`config.mk`:
```
export PLATFORM = sky130hd
export DESIGN_NAME = flash_done_poller
export DESIGN_NICKNAME = d
export VERILOG_FILES = /design/src/rtl/fdp_pkg.sv /design/src/rtl/fdp_poll_count.sv /design/src/rtl/fdp_seq.sv /design/src/rtl/fdp_req_port.sv /design/src/rtl/fdp_result.sv /design/src/rtl/flash_done_poller.sv
export SDC_FILE = /design/constraint.sdc
export NUM_CORES = 1
export LEC_CHECK = 0
export BUFFER_PORTS_ARGS = -buffer_cell sky130_fd_sc_hd__buf_2
export CORE_MARGIN = 2
export CORE_UTILIZATION = 49
export CTS_CLUSTER_SIZE = 30
export DETAILED_ROUTE_END_ITERATION = 10
export HOLD_SLACK_MARGIN = 0.05
export PLACE_DENSITY_LB_ADDON = 0.3
export SLEW_MARGIN = 10
export SYNTH_ARGS = -nofsm -noshare
export SYNTH_HDL_FRONTEND = slang
export SYNTH_SLANG_ARGS = --single-unit
```
`constraint.sdc`:
```
create_clock -name clk -period 2.49 [get_ports clk]
set_input_delay 0.498 -clock clk [delete_from_list [all_inputs] [get_ports clk]]
set_output_delay 0.498 -clock clk [all_outputs]
set_load 0.01 [all_outputs]
```
`src/rtl/fdp_pkg.sv`:
```
package fdp_pkg;

  localparam int BYTE_W  = 8;
  localparam int DONE_BIT = 7;   // data-polling bit
  localparam int TMO_BIT  = 5;   // time-limit-exceeded flag

  typedef enum logic [1:0] {
    PH_IDLE  = 2'd0,
    PH_POLL  = 2'd1,
    PH_RECHK = 2'd2,
    PH_FINAL = 2'd3
  } phase_t;

  typedef enum logic [1:0] {
    V_AGAIN = 2'd0,
    V_TRUE  = 2'd1,
    V_FLAG  = 2'd2
  } verdict_t;

  // expected level of the polling bit once the operation is finished
  function automatic logic expect_dq7(input logic erase, input logic [BYTE_W-1:0] datum);
    return erase ? 1'b1 : datum[DONE_BIT];
  endfunction

  // classify one status byte against the expected polling level
  function automatic verdict_t classify(input logic [BYTE_W-1:0] sts, input logic exp_bit);
    if (sts[DONE_BIT] == exp_bit) return V_TRUE;
    if (sts[TMO_BIT])             return V_FLAG;
    return V_AGAIN;
  endfunction

endpackage

```
`src/rtl/fdp_poll_count.sv`:
```
module fdp_poll_count #(
  parameter int MAX_POLLS = 4096,
  localparam int CNT_W = $clog2(MAX_POLLS + 1)
) (
  input  logic             clk,
  input  logic             rst_n,
  input  logic             clr_i,
  input  logic             inc_i,
  output logic [CNT_W-1:0] cnt_o,
  output logic             last_o
);

  localparam logic [CNT_W-1:0] LAST_VAL = CNT_W'(MAX_POLLS - 1);

  logic [CNT_W-1:0] cnt_q;

  always_ff @(posedge clk or negedge rst_n) begin
    if (!rst_n)      cnt_q <= '0;
    else if (clr_i)  cnt_q <= '0;
    else if (inc_i)  cnt_q <= cnt_q + 1'b1;
  end

  assign cnt_o  = cnt_q;
  assign last_o = (cnt_q == LAST_VAL);

endmodule

```
`src/rtl/fdp_seq.sv`:
```
module fdp_seq
  import fdp_pkg::*;
(
  input  logic              clk,
  input  logic              rst_n,
  input  logic              accept_i,
  input  logic              erase_i,
  input  logic [BYTE_W-1:0] datum_i,
  input  logic              rd_valid_i,
  input  logic [BYTE_W-1:0] rd_byte_i,
  input  logic              last_i,
  output phase_t            phase_o,
  output logic              handshake_o,
  output logic              hit_o,
  output logic              flag_o,
  output logic              cnt_clr_o,
  output logic              cnt_inc_o,
  output logic              finish_o,
  output logic              fin_pass_o
);

  phase_t   phase_q, phase_d;
  logic     exp_q;
  verdict_t vd;

  always_ff @(posedge clk or negedge rst_n) begin
    if (!rst_n) begin
      phase_q <= PH_IDLE;
      exp_q   <= 1'b0;
    end else begin
      phase_q <= phase_d;
      if (accept_i) exp_q <= expect_dq7(erase_i, datum_i);
    end
  end

  assign vd          = classify(rd_byte_i, exp_q);
  assign handshake_o = rd_valid_i && (phase_q != PH_IDLE);
  assign hit_o       = handshake_o && (vd == V_TRUE);
  assign flag_o      = handshake_o && (vd == V_FLAG);

  always_comb begin
    phase_d    = phase_q;
    cnt_clr_o  = 1'b0;
    cnt_inc_o  = 1'b0;
    finish_o   = 1'b0;
    fin_pass_o = 1'b0;
    unique case (phase_q)
      PH_IDLE: begin
        if (accept_i) begin
          phase_d   = PH_POLL;
          cnt_clr_o = 1'b1;
        end
      end
      PH_POLL: begin
        if (handshake_o) begin
          unique case (vd)
            V_TRUE:  phase_d = PH_FINAL;
            V_FLAG:  phase_d = PH_RECHK;
            default: begin
              if (last_i) begin
                phase_d  = PH_IDLE;
                finish_o = 1'b1;
              end else begin
                cnt_inc_o = 1'b1;
              end
            end
          endcase
        end
      end
      PH_RECHK: begin
        if (handshake_o) begin
          if (rd_byte_i[DONE_BIT] == exp_q) begin
            phase_d = PH_FINAL;
          end else begin
            phase_d  = PH_IDLE;
            finish_o = 1'b1;
          end
        end
      end
      PH_FINAL: begin
        if (handshake_o) begin
          phase_d    = PH_IDLE;
          finish_o   = 1'b1;
          fin_pass_o = 1'b1;
        end
      end
      default: phase_d = PH_IDLE;
    endcase
  end

  assign phase_o = phase_q;

endmodule

```
`src/rtl/fdp_req_port.sv`:
```
module fdp_req_port
  import fdp_pkg::*;
#(
  parameter int ADDR_W = 17
) (
  input  logic              clk,
  input  logic              rst_n,
  input  logic              accept_i,
  input  logic [ADDR_W-1:0] addr_i,
  input  phase_t            phase_i,
  output logic              rd_req_o,
  output logic [ADDR_W-1:0] rd_addr_o
);

  logic [ADDR_W-1:0] addr_q;

  always_ff @(posedge clk or negedge rst_n) begin
    if (!rst_n)        addr_q <= '0;
    else if (accept_i) addr_q <= addr_i;
  end

  assign rd_addr_o = addr_q;
  assign rd_req_o  = (phase_i != PH_IDLE);

endmodule

```
`src/rtl/fdp_result.sv`:
```
module fdp_result
  import fdp_pkg::*;
(
  input  logic              clk,
  input  logic              rst_n,
  input  logic              accept_i,
  input  logic              finish_i,
  input  logic              fin_pass_i,
  input  logic [BYTE_W-1:0] byte_i,
  output logic              done_o,
  output logic              pass_o,
  output logic              fail_o,
  output logic [BYTE_W-1:0] data_o
);

  always_ff @(posedge clk or negedge rst_n) begin
    if (!rst_n) begin
      done_o <= 1'b0;
      pass_o <= 1'b0;
      fail_o <= 1'b0;
      data_o <= '0;
    end else if (accept_i) begin
      done_o <= 1'b0;
      pass_o <= 1'b0;
      fail_o <= 1'b0;
      data_o <= '0;
    end else if (finish_i) begin
      done_o <= 1'b1;
      pass_o <= fin_pass_i;
      fail_o <= !fin_pass_i;
      data_o <= byte_i;
    end
  end

endmodule

```
`src/rtl/flash_done_poller.sv`:
```
module flash_done_poller
  import fdp_pkg::*;
#(
  parameter int ADDR_W    = 17,
  parameter int MAX_POLLS = 4096
) (
  input  logic              clk,
  input  logic              rst_n,
  input  logic              start_i,
  input  logic [ADDR_W-1:0] start_addr_i,
  input  logic [7:0]        start_data_i,
  input  logic              start_erase_i,
  output logic              rd_req_o,
  output logic [ADDR_W-1:0] rd_addr_o,
  input  logic              rd_valid_i,
  input  logic [7:0]        rd_data_i,
  output logic              busy_o,
  output logic              done_o,
  output logic              pass_o,
  output logic              fail_o,
  output logic [7:0]        data_o
);

  localparam int CNT_W = $clog2(MAX_POLLS + 1);

  // named internal events
  phase_t           phase_w;
  logic             accept_w;
  logic             handshake_w;
  logic             hit_w;
  logic             flag_w;
  logic             cnt_clr_w;
  logic             cnt_inc_w;
  logic             last_w;
  logic             finish_w;
  logic             fin_pass_w;
  logic [CNT_W-1:0] poll_cnt_w;

  assign accept_w = start_i && (phase_w == PH_IDLE);
  assign busy_o   = (phase_w != PH_IDLE);

  fdp_seq u_seq (
    .clk         (clk),
    .rst_n       (rst_n),
    .accept_i    (accept_w),
    .erase_i     (start_erase_i),
    .datum_i     (start_data_i),
    .rd_valid_i  (rd_valid_i),
    .rd_byte_i   (rd_data_i),
    .last_i      (last_w),
    .phase_o     (phase_w),
    .handshake_o (handshake_w),
    .hit_o       (hit_w),
    .flag_o      (flag_w),
    .cnt_clr_o   (cnt_clr_w),
    .cnt_inc_o   (cnt_inc_w),
    .finish_o    (finish_w),
    .fin_pass_o  (fin_pass_w)
  );

  fdp_poll_count #(.MAX_POLLS(MAX_POLLS)) u_cnt (
    .clk    (clk),
    .rst_n  (rst_n),
    .clr_i  (cnt_clr_w),
    .inc_i  (cnt_inc_w),
    .cnt_o  (poll_cnt_w),
    .last_o (last_w)
  );

  fdp_req_port #(.ADDR_W(ADDR_W)) u_port (
    .clk       (clk),
    .rst_n     (rst_n),
    .accept_i  (accept_w),
    .addr_i    (start_addr_i),
    .phase_i   (phase_w),
    .rd_req_o  (rd_req_o),
    .rd_addr_o (rd_addr_o)
  );

  fdp_result u_res (
    .clk        (clk),
    .rst_n      (rst_n),
    .accept_i   (accept_w),
    .finish_i   (finish_w),
    .fin_pass_i (fin_pass_w),
    .byte_i     (rd_data_i),
    .done_o     (done_o),
    .pass_o     (pass_o),
    .fail_o     (fail_o),
    .data_o     (data_o)
  );

endmodule

```
==> summary.md <==
When the netlist entered floorplanning its net count stood at 303. The number of slew-limit violations in the final report is 0, and the worst-case register-to-register setup slack is 0.42 ns. In the post-synthesis netlist, the biggest area contributors are dfrtp_1 46%, nand2_1 12%, nand3_1 3.9%.

The areal power density over the cells was 1010 nW/µm². For the source-to-sink clock delay at the later pin of the worst-skew pair, the log shows 0.29 ns. For this design, the slowest cell found on the critical path is or4_1. The longest clock path from root to sink contains 2 buffers.

0 antenna diodes ended up in the layout. In this run the worst hold path is classified as in -> async. The arrival time of the worst setup path is 2.29 ns, and the biggest fanout along the worst timing path is 10. Setup repair after global routing left no endpoint under its margin. The logs give 68 for the total I/O pin count and 2.71 ns for the data required time of the worst path. The total number of H-tree levels is 2, and the average cell area after synthesis is 9.34 µm².

The number of vias per cell was 5.53; the number of optimization iterations in the first detailed-route pass was 4. In this run, post-CTS hold repair placed 0 buffers. The cell family contributing the most delay on the critical path is simple AND/OR/NAND/NOR gates. STA classifies the critical path startpoint as a register.

The synthesized design spends more area on one cell type than any other, namely dfrtp_1. At the end of the flow, the number of nets in the layout was 367. The area of the die was 5510 µm²; the clock-pin transition on the worst setup and hold timing paths was 0.08 ns. The flow ran to the end, and the final reports show no timing, DRC or antenna violations. TritonCTS built the clock tree. The tightest slew margin relative to the limit was 0.628; the count of buffer and inverter cells on the critical path was 1. In this run, CTS created clock tree buffers numbering 5. From left edge to right edge, the die measures 74.3 µm. The total wirelength of the detailed-routed design was 5280 µm; the number of enable flip-flop cells after synthesis was 0. In the final timing run, aggregate negative setup slack is 0 ns.

The number of different library cells used by synthesis comes to 58. The count of nets left with antenna violations once routing finished came out at 0. The cell sitting at the root of the clock tree is a clkbuf_8. The count of buffers inserted at the top-level ports was 60; the synthesized netlist cell count was 259. In this run the standard cell core region covers 4750 µm².

Synthesis inferred 44 register bits. Relative to the synthesized area, the layout overhead comes to 21.4%. The starting density of the core came out at 0.509. At the end of routability-driven placement, the weighted congestion stood at 0.829.

The tools report the number of cells upsized or downsized after cts as 0. The commonest cells after synthesis are 77 x nand2_1, 44 x dfrtp_1, 19 x nand3_1. The final critical path time including I/O delays and setup is 2.07 ns. For the fmax, the log shows 483 MHz. For the final-report hold violation count, the log shows 0. The global router's overall resource usage is 0.205.

Setup violations remaining at the end of the flow were counted as 0. For the total via count after detailed routing, the log shows 2158. STA classifies the critical path endpoint as a register.

The first global-routing pass estimated 8910 µm of wire. Share of async-settable or async-resettable flops after synthesis: 1.00. The highest ir drop seen on vdd was 0.549 mV. Share of layout cells above drive strength 1: 0.282.

The critical path's largest stage delay was 0.53 ns; the maximum number of pins on one net before global-route repair was 45. The signal on the critical path passes through inv_1 -> ha_1 -> and4bb_2 -> nand2_2 -> or4_1 -> a21oi_1. Yosys printed 0 warnings. The worst setup margin was 0.419 ns.

After detailed routing, the number of remaining DRC violations is 0. The average detailed-routed wire length per instance works out to 13.5 µm. The number of global-route vias before repair was 2003. The die height is 74.3 µm, and the worst-case setup slack after placement is 0.445 ns. For this design the static power due to leakage is 0.00143 µW.

The HPWL after detailed placement is 3740 µm. Most common flop cell mapped by yosys: dfrtp_1. In this run the cell area of the synthesized design comes to 2420 µm². CTS saw 44 sinks.

The logs give 0.00477 ns for the clock tree skew after final layout and 421 for the final-layout fill cell count. The number of antenna violations at the first check in global routing was 0. The transition time of the tightest slew-check pin is 0.557 ns, and the global-route congestion overflow total is 0. The fraction of post-synthesis cell area in the top cell type by area was 0.455. The run gives 25 as the count of standard-cell rows. Number of maximum-capacitance constraint violations: 0. The leading cell type by number of instances after synthesis was nand2_1.

The run gives 115 as the iteration-0 DRC count of the detailed router. The setup path with the least slack is of type reg -> reg. The part of the cycle the worst path needs is 0.832.

The post-CTS setup repair buffer count was 0. The run gives 0.455 as the sequential cell area fraction in the yosys report.
-- path summary, 6_finish.rpt --
| check | cells after the start | start | to |
|---|---|---|---|
| worst max-delay path | 6 | u_seq.phase_o[0] | u_cnt.cnt_o[5] |
| min in group clk | 3 | start_addr_i[5] | u_port.rd_addr_o[5] |
| worst min-delay path | 2 | rst_n | u_res.data_o[2] |
| max in group asynchronous | 2 | rst_n | u_cnt.cnt_o[12] |
| worst min register to register | 2 | u_port.rd_addr_o[1] | u_port.rd_addr_o[1] |
| worst max register to register | 6 | u_seq.phase_o[0] | u_cnt.cnt_o[5] |
-- registers in the layout, summed over array words and instances (netlist names) --
| name | flops |
|---|---|
| u_seq.exp_q | 1 |
| u_cnt.cnt_o | 13 |
| u_res.data_o | 8 |
| u_port.rd_addr_o | 17 |
| u_seq.phase_o | 2 |
| u_res.pass_o | 1 |
| u_res.fail_o | 1 |
| u_res.done_o | 1 |
-- final cells by class --
class	instances	area, µm²	area share
inverters	4	15.0	0.00511
flip-flops and latches	44	1100	0.375
clock buffers	5	68.8	0.0234
multi-input cells	198	1230	0.420
well taps	67	83.8	0.0285
repair buffers	70	375	0.128
clock inverters	2	60.1	0.0205
-- through the flow --
step           cells  utilization  hold slack, ns  area (µm²)  power [µW]
2_1_floorplan    259            -           0.202        2420        1930
3_3_place_gp     383        0.591           0.453        2810        2330
3_5_place_dp     383        0.591           0.459        2810        2370
4_1_cts          390        0.618           0.295        2940        3000
5_1_grt          390        0.618           0.322        2940        3210
6_report         390        0.618           0.274        2940        2980
-- cells by family (layout without fill, tap and decap cells) --
logic type,after synthesis,count (layout),synth area share
AO/OA/AOI/OAI,51,51,0.158
XOR/XNOR,2,2,0.0135
adder cells (fa/ha/maj),6,6,0.0310
buffers and inverters,17,81,0.0352
flip-flops,44,44,0.455
multiplexers,2,2,0.00879
AND/OR/NAND/NOR,137,137,0.298
-- layer usage --
metal	GRT usage	wire, µm	part of all wire
met1	0.287	2570	0.49
met2	0.337	2420	0.46
met3	0.0393	255	0.048
met4	0.0417	39	0.0074
met5	0	0	0
-- placed cells by master, fill, tap and decap left out, drive strengths merged, types with 2 or more instances in the layout --
master,n
nand3,20
a211oi,2
inv,4
nor2,4
clkbuf,5
or4,4
buf,70
bufinv,2
nand2,78
dfrtp,44
nand4,2
o311ai,8
ha,6
o31ai,5
and4,3
a21oi,9
nand3b,2
nand4bb,2
a31oi,3
or3,9
o211a,7
o21ai,7
and2,3
nor4,2
-- power by group --
group | internal, µW | switching [µW]
clock | 395 | 231
combinational | 541 | 708
sequential | 956 | 145
(Power assumes the default switching activity.)
